File: config.mk
export PLATFORM = sky130hd
export DESIGN_NAME = prog_clk_divider
export DESIGN_NICKNAME = d
export VERILOG_FILES = /design/src/rtl/clkdiv_pkg.sv /design/src/rtl/clkdiv_ratio_dec.sv /design/src/rtl/clkdiv_counter.sv /design/src/rtl/clkdiv_halfphase.sv /design/src/rtl/prog_clk_divider.sv
export SDC_FILE = /design/constraint.sdc
export NUM_CORES = 1
export LEC_CHECK = 0
export ABC_AREA = 0
export BUFFER_PORTS_ARGS = -buffer_cell sky130_fd_sc_hd__buf_2
export CAP_MARGIN = 20
export CORE_MARGIN = 2
export CORE_UTILIZATION = 35
export DETAILED_ROUTE_END_ITERATION = 12
export GPL_TIMING_DRIVEN = 1
export SETUP_SLACK_MARGIN = 0.02
export SLEW_MARGIN = 10
export SYNTH_ARGS = -nofsm -noshare
export SYNTH_HDL_FRONTEND = slang
export SYNTH_HIERARCHICAL = 1
export SYNTH_SLANG_ARGS = --single-unit
File: constraint.sdc
create_clock -name clk_i -period 2.33 [get_ports clk_i]
set_input_delay 0.466 -clock clk_i [delete_from_list [all_inputs] [get_ports clk_i]]
set_output_delay 0.466 -clock clk_i [all_outputs]
set_load 0.005 [all_outputs]
File: src/rtl/clkdiv_pkg.sv
`timescale 1ns/1ps
package clkdiv_pkg;
   typedef enum logic {
      PATH_DIVIDED = 1'b0,
      PATH_BYPASS  = 1'b1
   } path_sel_e;
endpackage

File: src/rtl/clkdiv_ratio_dec.sv
`timescale 1ns/1ps
module clkdiv_ratio_dec #(
   parameter int CFG_W = 4,
   localparam int RW = CFG_W + 1,
   localparam int MAX_RATIO = 1 << CFG_W
) (
   input  logic [CFG_W-1:0] code_i,
   output logic [RW-1:0]    ratio_o
);
   // code 0 stands for the largest ratio
   always_comb begin
      if (code_i == '0) ratio_o = RW'(MAX_RATIO);
      else              ratio_o = {1'b0, code_i};
   end

   always_comb begin
      a_r1_ratio_range: assert (ratio_o >= RW'(1) && ratio_o <= RW'(MAX_RATIO))
         else $error("decoded ratio out of range");
   end
endmodule

File: src/rtl/clkdiv_counter.sv
`timescale 1ns/1ps
module clkdiv_counter #(
   parameter int CFG_W = 4,
   localparam int RW = CFG_W + 1,
   localparam int MAX_RATIO = 1 << CFG_W
) (
   input  logic             clk_i,
   input  logic             rst_i,
   input  logic [RW-1:0]    ratio_i,
   output logic [CFG_W-1:0] cnt_o,
   output logic [RW-1:0]    active_o,
   output logic             phase_o
);
   logic [RW-1:0] pos_next;
   logic          reload;

   assign reload   = (cnt_o == '0);
   // position inside the period once this edge has been taken
   assign pos_next = active_o - {1'b0, cnt_o};

   always_ff @(posedge clk_i or posedge rst_i) begin
      if (rst_i) begin
         cnt_o    <= '0;
         active_o <= RW'(1);
         phase_o  <= 1'b0;
      end else if (reload) begin
         cnt_o    <= CFG_W'(ratio_i - RW'(1));
         active_o <= ratio_i;
         phase_o  <= (ratio_i >= RW'(2));
      end else begin
         cnt_o    <= cnt_o - CFG_W'(1);
         phase_o  <= (pos_next < (active_o >> 1));
      end
   end

   a_r8_cnt_bound: assert property (@(posedge clk_i) disable iff (rst_i)
      ({1'b0, cnt_o} <= active_o - RW'(1)));

   a_r8_active_range: assert property (@(posedge clk_i) disable iff (rst_i)
      (active_o >= RW'(1) && active_o <= RW'(MAX_RATIO)));

   a_r3_reload: assert property (@(posedge clk_i) disable iff (rst_i)
      (cnt_o == '0) |=> ({1'b0, cnt_o} == active_o - RW'(1)));

   a_r3_decrement: assert property (@(posedge clk_i) disable iff (rst_i)
      (cnt_o != '0) |=> (cnt_o == $past(cnt_o) - CFG_W'(1)));

   a_r6_ratio_hold: assert property (@(posedge clk_i) disable iff (rst_i)
      (cnt_o != '0) |=> $stable(active_o));

   a_r4_phase_low_at_end: assert property (@(posedge clk_i) disable iff (rst_i)
      (cnt_o == '0 && active_o > RW'(1)) |-> !phase_o);
endmodule

File: src/rtl/clkdiv_halfphase.sv
`timescale 1ns/1ps
module clkdiv_halfphase (
   input  logic clk_i,
   input  logic rst_i,
   input  logic d_i,
   output logic q_o
);
   // retimes the rising-edge phase by half an input cycle
   always_ff @(negedge clk_i or posedge rst_i) begin
      if (rst_i) q_o <= 1'b0;
      else       q_o <= d_i;
   end
endmodule

File: src/rtl/prog_clk_divider.sv
`timescale 1ns/1ps
module prog_clk_divider #(
   parameter int CFG_W = 4,
   parameter bit ODD_BALANCE = 1'b1,
   localparam int RW = CFG_W + 1
) (
   input  logic             clk_i,
   input  logic             rst_i,
   input  logic [CFG_W-1:0] ratio_code_i,
   output logic             clk_o
);
   import clkdiv_pkg::*;

   if (CFG_W < 1 || CFG_W > 8) begin : g_bad_cfg
      initial $error("CFG_W must lie in 1..8");
   end

   logic [RW-1:0]    ratio;
   logic [RW-1:0]    active;
   logic [CFG_W-1:0] cnt;
   logic             phase_rise;
   logic             phase_fall;
   logic             divided;
   path_sel_e        path;

   clkdiv_ratio_dec #(.CFG_W(CFG_W)) u_dec (
      .code_i  (ratio_code_i),
      .ratio_o (ratio)
   );

   clkdiv_counter #(.CFG_W(CFG_W)) u_cnt (
      .clk_i    (clk_i),
      .rst_i    (rst_i),
      .ratio_i  (ratio),
      .cnt_o    (cnt),
      .active_o (active),
      .phase_o  (phase_rise)
   );

   if (ODD_BALANCE) begin : g_half
      logic fall_q;
      clkdiv_halfphase u_half (
         .clk_i (clk_i),
         .rst_i (rst_i),
         .d_i   (phase_rise),
         .q_o   (fall_q)
      );
      assign phase_fall = fall_q & active[0];
   end else begin : g_nohalf
      assign phase_fall = 1'b0;
   end

   assign divided = phase_rise | phase_fall;
   assign path    = (active == RW'(1)) ? PATH_BYPASS : PATH_DIVIDED;

   always_comb begin
      if (rst_i)                     clk_o = 1'b0;
      else if (path == PATH_BYPASS)  clk_o = clk_i;
      else                           clk_o = divided;
   end
endmodule

==> metrics.md, run 1 <==
| Metric | Value |
|---|---|
| I/O Pins | 7 |
| Routed WL per cell | 12.8 um |
| Ratio of cells with drive above 1 in the final layout | 29.8% |
| Die footprint | 2510 um^2 |
| Slowest CP cell | dfrtn_1 |
| Yosys warns | 6 |
| Drt first pass iters | 4 |
| Initial drt markers | 11 |
| Flops & latches, synth | 11 |
| Worst setup EP type | output port |
| Die span in x | 50.1 um |
| Placement row count | 16 |
| Area Growth Syn to Fin | 14.1% |
| Initial Util | 37.6% |
| Post-Synthesis Cells | 75 |
| Initial antenna violation count | 0 |
| Hold Buf Count CTS | 0 |
| Avg Inst Size Synth | between 9 and 10 um^2 |
| Outcome | finished, violations left |
| Sequential share of the synthesized area | roughly 37% |
| Worst Setup Slack, final | -0.552 ns |
| Worst Hold Class | input port to asynchronous set/reset pin |
| Failing checks | setup timing |
| Routability cong. | 0.798 |
| Data required, critical path | between 1.5 and 2 ns |
| Post-synth cell types | 26 |
| Total grt overflow | 0 |
| Drt total wl | between 1000 and 1500 um |
| Worst-path clk slew | 0.07 ns |
| Global-route wire length before repair | 2400 um |
| Port buffer count | 6 |
| Detail Route Antenna Nets | 0 |
| N_diodes | 0 |
| VDD IR-drop max | 0.000772 V |
| Post-DR vias/cell | between 5 and 6 |
| RSZ-0062 raised after global routing | true |
| Final setup vio count | 1 |
| Worst-path cell chain | a21oi_2 -> nor2_1 -> mux2_2 -> buf_2 |
| Fill count | 196 |
| Post-Syn Nets | 90 |
| Critical path arrival | 2.42 ns |
| Crit path kind | flop to output port |
| MaxCap Viol Count | 0 |
| Post-route DRC | 0 |
| Core Region | 1980 um^2 |
| Synthesized area | 744 um^2 |
| CP max stage delay | 0.34 ns |
| Worst-path maximum fanout | 1 |
| DIE HEIGHT | 50.1 um |
| Vias | 559 |
| Most common cell after layout, fill and taps aside | inv_1 |
| Fin. max-slew vios | 0 |
| Largest net degree at the start of global routing | 13 |
| CTS tree | yes |
| PD cells | approximately 1700 nW/um^2 |
| Clock Latency Late Sink | roughly 0.38 ns |
| Worst hold slack | 0.0919 ns |
| Clk_skew | 0.0173 ns |
| Number of global-route vias before repair | ~570 |
| Hold Fails Final Rpt | 0 |
| Detailed placement HPWL | 1060 um |
| Leak Pwr | 0.397 nW |
| Most frequent cells in the layout | 10 x inv_1, 9 x dfrtp_1, 7 x ha_1 |
| Post-route insts no fill | 111 |
| Slew at the pin closest to its max-slew limit | 0.414 ns |
| Worst setup SP type | flop |
| Gr usage total | 14.0% |
| Placed Cells | roughly 100 |
| Final nets | 100 |
| Slew Limit Headroom | 72.0% |
[stage by stage]
stage                     util (%)  TNS [ns]  cell area, um^2  setup slack (ns)  power (mW)
after floorplan                  -   -0.0138              744           -0.0138        1.04
after global placement        39.8    -0.123              790            -0.123        1.17
after detailed placement      39.8    -0.147              790            -0.147        1.22
after CTS                     42.3    -0.570              838            -0.570        1.43
after global routing          42.9    -0.620              850            -0.620        1.61
final                         42.9    -0.552              850            -0.552        1.45
[layer usage]
layer / vias to the layer above / track usage (%) / part of all wire (%)
met5: - / 0 / 0
met4: 0 / 8.33 / 0
met3: 0 / 9.39 / 4.6
met2: 12 / 18.2 / 48
met1: 274 / 16.6 / 48
li1: 273 / - / -
[cell families (layout without fill, tap and decap cells)]
family	after synthesis	in the layout	share of synthesized area, %
flops	11	11	37.1
buf+inv	16	25	9.07
mux	2	2	3.53
compound gates	17	17	15.0
xor+xnor	5	5	5.88
simple gates	15	15	13.3
fa+ha+maj	9	9	16.1
[critical path, delay by kind of cell, from the launching register on]
family	cells	cell delay, ns
AND/OR/NAND/NOR	1	0.04
multiplexers	1	0.24
AO/OA/AOI/OAI	1	0.12
buffers and inverters	1	0.12
flip-flops	1	0.34
[cell usage after synthesis, drive strengths merged]
master,instances,area [um^2]
a211oi,1,7.51
a21o,2,15.0
a21oi,6,33.8
buf,1,11.3
clkbuf,4,15.0
dfrtn,1,25.0
dfrtp,9,225
dfstp,1,26.3
fa,1,20.0
ha,8,100
inv,11,41.3
mux2,2,26.3
nand2,6,22.5
nand2b,1,6.26
nor2,2,7.51
nor2b,1,6.26
nor3,2,10.0
nor4,3,46.3
o21ai,6,30.0
o41ai,2,25.0
xnor2,3,26.3
xor2,2,17.5
[power breakdown]
group | switching, mW | total [mW] | internal (mW)
sequential | 0.108 | 0.402 | 0.293
clock | 0.0824 | 0.222 | 0.140
combinational | 0.424 | 0.828 | 0.405
total | 0.615 | 1.45 | 0.838
[final cells by class]
class,count,area (um^2),area share (%)
multi-input cells,48,412,48.5
well taps,27,33.8,3.98
clock buffers,8,53.8,6.33
flip-flops and latches,11,277,32.5
inverters,11,41.3,4.86
repair buffers,6,32.5,3.83
[what timing repair did]
item | in CTS | in global routing
hold endpoints to repair | 0 | 0
setup endpoints to repair | 1 | 2
resized for setup | 0 | 4
buffers inserted | 0 | 0
cloned | 0 | 0
[sequential cells by signal, indices dropped and copies added, names as in the netlist]
| name | cells |
|---|---|
| g_half.u_half/q_o | 1 |
| u_cnt/phase_o | 1 |
| u_cnt/active_o | 5 |
| u_cnt/cnt_o | 4 |
[worst paths after layout]
path / from / endpoint / slack [ns] / depth (start not counted)
hold / removal: rst_i / u_cnt/active_o[2] / 0.09 / 2
min in group clk_i: ratio_code_i[0] / u_cnt/cnt_o[0] / 0.36 / 2
hold reg to reg: u_cnt/active_o[0] / u_cnt/active_o[0] / 0.58 / 2
setup reg to reg: u_cnt/active_o[0] / u_cnt/phase_o / 0.11 / 8
setup / recovery: g_half.u_half/q_o / clk_o / -0.55 / 4
max in group asynchronous: rst_i / g_half.u_half/q_o / 1.23 / 2
Power figures use the tool's default switching activity.
==> inputs of run 2 (changes only) <==
--- a/config.mk
+++ b/config.mk
@@ -9,12 +9,13 @@
 export BUFFER_PORTS_ARGS = -buffer_cell sky130_fd_sc_hd__buf_2
 export CAP_MARGIN = 20
 export CORE_MARGIN = 2
-export CORE_UTILIZATION = 35
+export CORE_UTILIZATION = 48
+export CTS_BUF_LIST = sky130_fd_sc_hd__clkbuf_4
 export DETAILED_ROUTE_END_ITERATION = 12
 export GPL_TIMING_DRIVEN = 1
+export PLACE_DENSITY = 0.67
 export SETUP_SLACK_MARGIN = 0.02
 export SLEW_MARGIN = 10
 export SYNTH_ARGS = -nofsm -noshare
 export SYNTH_HDL_FRONTEND = slang
-export SYNTH_HIERARCHICAL = 1
 export SYNTH_SLANG_ARGS = --single-unit
==> run 2 against run 1 <==
  * The flow still finishes with violations (setup timing)
  * Die area decreased by 30%
  * Utilization increased by 19 points
  * Largest cell class unchanged
  * Non-clock buffer count increased by 2
  * Power decreased by 4.7%
  * Critical path depth unchanged
  * Wire length decreased by 14%
  * Synthesized area decreased by 7.1%
  * Clock power increased by 2%
  * Flip-flop and latch count unchanged
  * Design area decreased by 3.7%
  * Highest routed layer is now met4
  * Synthesized cell count decreased by 8.0%
  * Setup slack improved by 0.069 ns
==> metrics.md, run 2 <==
| Metric | Value |
|---|---|
| Number of global-route vias before repair | 544 (-3.7%) |
| Final setup vio count | 1 (unchanged) |
| CTS tree | yes |
| Initial antenna violation count | 0 (unchanged) |
| Post-Syn Nets | 84 (-6.7%) |
| Vias | 528 (-5.5%) |
| Data required, critical path | 1.86 ns (about the same) |
| Post-synth cell types | 25 (-3.8%) |
| Post-route DRC | 0 (unchanged) |
| Flops & latches, synth | 11 (unchanged) |
| Fin area | 818 um^2 (-3.7%) |
| Worst hold slack | 0.341 ns (+0.249 ns) |
| Hold Fails Final Rpt | 0 (unchanged) |
| Failing checks | setup timing |
| Synthesized area | 692 um^2 (-7.1%) |
| Drt total wl | 1220 um (-14%) |
| Die span in x | 42.0 um (-16%) |
| Port buffer count | 6 (unchanged) |
| VDD IR-drop max | 0.000770 V (-0.14%) |
| Worst-path clk slew | 0.07 ns (about the same) |
| Multi-input logic area | 378 um^2 (-8.2%) |
| Post-synth top area cell | dfrtp_1 |
| Fill count | 118 (-40%) |
| Place WS | -0.0505 ns (+0.0967 ns) |
| Post-CTS setup buffer count | 0 (unchanged) |
| Worst setup EP type | output port |
| Largest net degree at the start of global routing | 10 (-3) |
| Crit path kind | flop to output port |
| Global-route wire length before repair | 2250 um (-6.3%) |
| Leak Pwr | 0.393 nW (-1.1%) |
| R2r setup slk | 0.22 ns (+0.11 ns) |
| FF-to-FF path depth | 8 (unchanged) |
| Sequential share of the synthesized area | 40.0% (+2.8 points) |
| I/O Pins | 7 (unchanged) |
| Slew at the pin closest to its max-slew limit | 0.371 ns (-0.0429 ns) |
| Fin. max-slew vios | 0 (unchanged) |
| Placement row count | 13 (-3) |
| Hold depth | 3 |
| Worst-path maximum fanout | 1 (unchanged) |
| DIE HEIGHT | 42.0 um (-16%) |
| Largest Register | u_cnt.active_o |
| Critical path arrival | 2.35 ns (-0.07 ns) |
| Drt first pass iters | 4 (unchanged) |
| Yosys warns | 0 (-6) |
| Routability cong. | 0.726 (-8.9%) |
| Clk_skew | 0.0152 ns (-0.00210 ns) |
| Routed WL per cell | 12.3 um (-4.1%) |
| Final nets | 100 (unchanged) |
| Ratio of cells with drive above 1 in the final layout | 26.2% (-3.6 points) |
| Total grt overflow | 0 (unchanged) |
| MaxCap Viol Count | 0 (unchanged) |
| Core Region | 1320 um^2 (-34%) |
| Clock Latency Late Sink | 0.40 ns (+0.02 ns) |
| Initial drt markers | 3 (-8) |
| Detail Route Antenna Nets | 0 (unchanged) |
| Initial Util | 52.5% (+15 points) |
| PD cells | 1690 nW/um^2 (-1.1%) |
| Die footprint | 1760 um^2 (-30%) |
| Worst Setup Slack, final | -0.483 ns (+0.0685 ns) |
| Gr usage total | 18.7% (+4.7 points) |
| Max reg flops | 5 (unchanged) |
| Async set-reset flop share out of synthesis | 100% (unchanged) |
| FF/Latch Area | 277 um^2 (unchanged) |
| Total negative slack | -0.483 ns (+0.0685 ns) |
| Top cell type's share of synthesized area | 32.5% (+2.3 points) |
| Slew Limit Headroom | 75.1% (+3.0 points) |
| DP Area | 751 um^2 (-4.9%) |
| Most frequent cells in the layout | 9 x inv_1, 9 x dfrtp_1, 8 x ha_1 |
| Area Growth Syn to Fin | 18.3% |
| RSZ-0062 raised after global routing | true |
| Outcome | finished, violations left |
| Post-Synthesis Cells | 69 (-8.0%) |
| Synth top cells by count | 9 x dfrtp_1, 9 x inv_1, 8 x ha_1, 7 x nand2_1, 7 x o21ai_0 |
| Biggest regs | u_cnt.active_o x5, u_cnt.cnt_o x4 |
| Worst Hold Class | input port to flop |
| Worst setup SP type | flop |
| Top FF cell, synth | dfrtp_1 |
| EDFF count, synth | 0 (unchanged) |
| Detailed placement HPWL | 956 um (-10%) |
| N_diodes | 0 (unchanged) |
| Avg Inst Size Synth | 10.0 um^2 (+1.0%) |
| Synth area leaders | dfrtp_1 33%, ha_1 14%, o21ai_0 5.1% |
| Post-DR vias/cell | 5.33 (+5.9%) |
[run 2: through the flow]
step | std cells | utilization, % | total power, mW
2_1_floorplan | 69 | - | 0.988
3_3_place_gp | 91 | 57.0 | 1.13
3_5_place_dp | 91 | 57.0 | 1.14
4_1_cts | 99 | 61.7 | 1.37
5_1_grt | 99 | 62.1 | 1.58
6_report | 99 | 62.1 | 1.38
[run 2: critical path: stages, from the launching register on]
cell and delay (ns):
dfrtn_1 0.39, a21oi_1 0.05, o21ai_1 0.07, o311a_1 0.16, buf_2 0.11
[run 2: layer usage]
| metal | up-vias | GRT usage (%) | wire (um) |
|---|---|---|---|
| met5 | - | 0 | 0 |
| met4 | 0 | 10.3 | 17 |
| met3 | 4 | 13.5 | 78 |
| met2 | 10 | 27.2 | 562 |
| met1 | 244 | 19.6 | 556 |
| li1 | 270 | - | - |
[run 2: layout make-up]
cell class / count / share of cell area (%)
clock buffers: 8 / 7.03
flip-flops and latches: 11 / 33.8
repair buffers: 8 / 6.12
well taps: 15 / 2.29
inverters: 10 / 4.59
multi-input cells: 47 / 46.2
[run 2: report_power, final]
| group | internal, mW | switching, mW | leakage [nW] | total (mW) |
|---|---|---|---|---|
| sequential | 0.293 | 0.102 | 0.134 | 0.394 |
| clock | 0.144 | 0.0824 | 0.0402 | 0.226 |
| combinational | 0.380 | 0.383 | 0.218 | 0.763 |
| total | 0.817 | 0.567 | 0.393 | 1.38 |
[run 2: kinds of logic after synthesis]
kind of cell	share of synthesized area, %
fa+ha+maj	17.4
flops	40.0
xor+xnor	5.06
buf+inv	6.15
mux	1.63
compound gates	18.4
simple gates	11.4
[run 2: path summary, 6_finish.rpt]
path                                          end               from
worst max-delay path                        clk_o  g_half.u_half.q_o
min in group asynchronous           u_cnt.phase_o              rst_i
worst min-delay path            u_cnt.active_o[3]    ratio_code_i[3]
worst max register to register      u_cnt.phase_o  u_cnt.active_o[0]
max in group asynchronous       g_half.u_half.q_o              rst_i
worst min register to register  u_cnt.active_o[0]  u_cnt.active_o[0]
[run 2: timing repair]
item	4_1_cts	5_1_grt
resized for setup	0	1
pin swaps	1	0
hold buffers	1	0
endpoints found under the setup margin	1	2
endpoints found under the hold margin	4	0
==> inputs of run 3 (changes only) <==
--- a/config.mk
+++ b/config.mk
@@ -8,12 +8,14 @@
 export ABC_AREA = 0
 export BUFFER_PORTS_ARGS = -buffer_cell sky130_fd_sc_hd__buf_2
 export CAP_MARGIN = 20
+export CELL_PAD_IN_SITES_DETAIL_PLACEMENT = 1
+export CELL_PAD_IN_SITES_GLOBAL_PLACEMENT = 2
 export CORE_MARGIN = 2
-export CORE_UTILIZATION = 48
+export CORE_UTILIZATION = 38
 export CTS_BUF_LIST = sky130_fd_sc_hd__clkbuf_4
 export DETAILED_ROUTE_END_ITERATION = 12
 export GPL_TIMING_DRIVEN = 1
-export PLACE_DENSITY = 0.67
+export PLACE_DENSITY_LB_ADDON = 0.1
 export SETUP_SLACK_MARGIN = 0.02
 export SLEW_MARGIN = 10
 export SYNTH_ARGS = -nofsm -noshare
==> run 3 against run 2 <==
  * The run still ends with setup timing left
  * Clock skew grew 0.0033 ns
  * Flip-flop and latch count is the same
  * Utilization shrank 14 points
  * Sequential power grew 2%
  * Sequential share of layout area shrank 0.76 points
==> metrics.md, run 3 (synthesis gave the netlist of run 2 again) <==
| Metric | Value |
|---|---|
| Core Region | 1730 um^2 (+31%) |
| Failing checks | setup timing |
| Outcome | finished, violations left |
| Largest net degree at the start of global routing | 10 (unchanged) |
| N_diodes | 0 (unchanged) |
| Multi-input logic area | 384 um^2 (+1.7%) |
| Routed WL per cell | 13.9 um (+13%) |
| Detailed placement HPWL | 1230 um (+29%) |
| Gr usage total | 19.6% (+0.93 points) |
| Worst-path cell chain | a21oi_2 -> o21ai_1 -> o311a_1 -> buf_2 |
| CTS tree | yes |
| RSZ-0062 raised after global routing | true |
| Worst-path clk slew | 0.07 ns (about the same) |
| Initial drt markers | 1 (-2) |
| Final nets | 100 (unchanged) |
| Post-route DRC | 0 (unchanged) |
| Drt first pass iters | 2 (-2) |
| FF-to-FF path depth | 8 (unchanged) |
| VDD IR-drop max | 0.000794 V (+3.0%) |
| Worst setup SP type | flop |
| Initial antenna violation count | 0 (unchanged) |
| Worst-path maximum fanout | 1 (unchanged) |
| Slew Limit Headroom | 70.1% (-5.0 points) |
| Crit path kind | flop to output port |
| Final setup vio count | 1 (unchanged) |
| CP max stage delay | 0.40 ns (about the same) |
| RR Endpoint | u_cnt.phase_o |
| Post-route insts no fill | 109 (+10%) |
| Ratio of cells with drive above 1 in the final layout | 29.8% (+3.6 points) |
| Worst hold slack | 0.349 ns (+0.00836 ns) |
| MaxCap Viol Count | 0 (unchanged) |
| Start point of the critical path | g_half.u_half.q_o |
| Worst Setup Slack, final | -0.493 ns (-0.00977 ns) |
| Placed Cells | 101 (+11%) |
| Number of global-route vias before repair | 594 (+9.2%) |
| Port buffer count | 6 (unchanged) |
| Worst setup EP type | output port |
| Clk_skew | 0.0185 ns (+0.00329 ns) |
| Most frequent cells in the layout | 9 x dfrtp_1, 8 x inv_1 |
| Final Util | 48.5% (-14 points) |
| Post-DR vias/cell | 5.04 (-5.6%) |
| DP Area | 763 um^2 (+1.7%) |
| Place WS | -0.0837 ns (-0.0332 ns) |
| FF/Latch Area | 277 um^2 (unchanged) |
| Vias | 549 (+4.0%) |
| Fin. max-slew vios | 0 (unchanged) |
| Placement row count | 15 (+2) |
| FF-to-FF Start | u_cnt.active_o[0] |
| Die span in x | 46.7 um (+11%) |
| CP endpoint | clk_o |
| Total grt overflow | 0 (unchanged) |
| Biggest regs | u_cnt.active_o x5, u_cnt.cnt_o x4 |
| Hold depth | 3 (unchanged) |
| Critical path arrival | 2.36 ns (about the same) |
| Leak Pwr | 0.391 nW (-0.39%) |
| Design Power | 1.44 mW (+4.2%) |
| Initial Util | 40.1% (-12 points) |
| R2r setup slk | 0.19 ns (-0.03 ns) |
| Max reg flops | 5 (unchanged) |
| Routability cong. | 0.732 (+0.73%) |
| Worst Hold Class | input port to flop |
| Drt total wl | 1520 um (+25%) |
| Area Growth Syn to Fin | 21.0% |
| Global-route wire length before repair | 2740 um (+22%) |
| Clock Latency Late Sink | 0.38 ns (-0.02 ns) |
| Detail Route Antenna Nets | 0 (unchanged) |
| Hold Fails Final Rpt | 0 (unchanged) |
| Fin area | 837 um^2 (+2.3%) |
| Largest Register | u_cnt.active_o |
| Data required, critical path | 1.86 ns (about the same) |
| DIE HEIGHT | 46.7 um (+11%) |
| Slew at the pin closest to its max-slew limit | 0.446 ns (+0.0744 ns) |
| Die footprint | 2180 um^2 (+24%) |
| Most common cell after layout, fill and taps aside | dfrtp_1 |
| Total negative slack | -0.493 ns (-0.00977 ns) |
| Slowest CP cell | dfrtn_1 |
| PD cells | 1720 nW/um^2 (+1.9%) |
| I/O Pins | 7 (unchanged) |
| Fill count | 215 (+82%) |
run 3: cell count changes in the layout (fill, tap and decap cells not counted):
cell / change
inv_1: -1
inv_2: +1
ha_2: +1
ha_1: -1
a21oi_1: -1
a21oi_2: +1
run 3: area by class of cell:
class	instances	area share (%)
clock buffers	8	6.88
inverters	10	4.48
multi-input cells	47	45.9
flip-flops and latches	11	33.0
well taps	25	3.74
repair buffers	8	5.98
run 3: what timing repair did:
| item | CTS | global route |
|---|---|---|
| hold buffers | 1 | 0 |
| buffers inserted | 0 | 0 |
| gates resized for setup | 0 | 4 |
| setup endpoints to repair | 1 | 2 |
| hold endpoints to repair | 2 | 0 |
| pin swaps | 1 | 0 |
| cloned | 0 | 0 |
run 3: worst max-delay path: cells and delay by family (launching register included):
family / cells / cell delay [ns]
AO/OA/AOI/OAI: 3 / 0.31
buffers and inverters: 1 / 0.11
flip-flops: 1 / 0.40
run 3: metal layers:
metal  vias to the layer above  global-route usage (%)  wire length [um]
li1                        275                       -                 -
met3                         2                    11.0                61
met1                       263                    22.7               721
met4                         0                    9.44                18
met2                         9                    29.2               716
met5                         -                       0                 0
run 3: where the power goes:
part | internal [mW] | switching [mW]
clock | 0.144 | 0.0797
sequential | 0.293 | 0.109
combinational | 0.396 | 0.420
total | 0.833 | 0.610
run 3: how the worst min path moves through the flow:
stage | from | to | slack, ns
floorplan | rst_i | u_cnt.active_o[1] | 0.33
global placement | rst_i | u_cnt.phase_o | 0.36
detailed placement | rst_i | u_cnt.active_o[4] | 0.36
CTS | ratio_code_i[3] | u_cnt.active_o[3] | 0.34
global route | ratio_code_i[3] | u_cnt.active_o[3] | 0.36
finish | ratio_code_i[3] | u_cnt.active_o[3] | 0.35
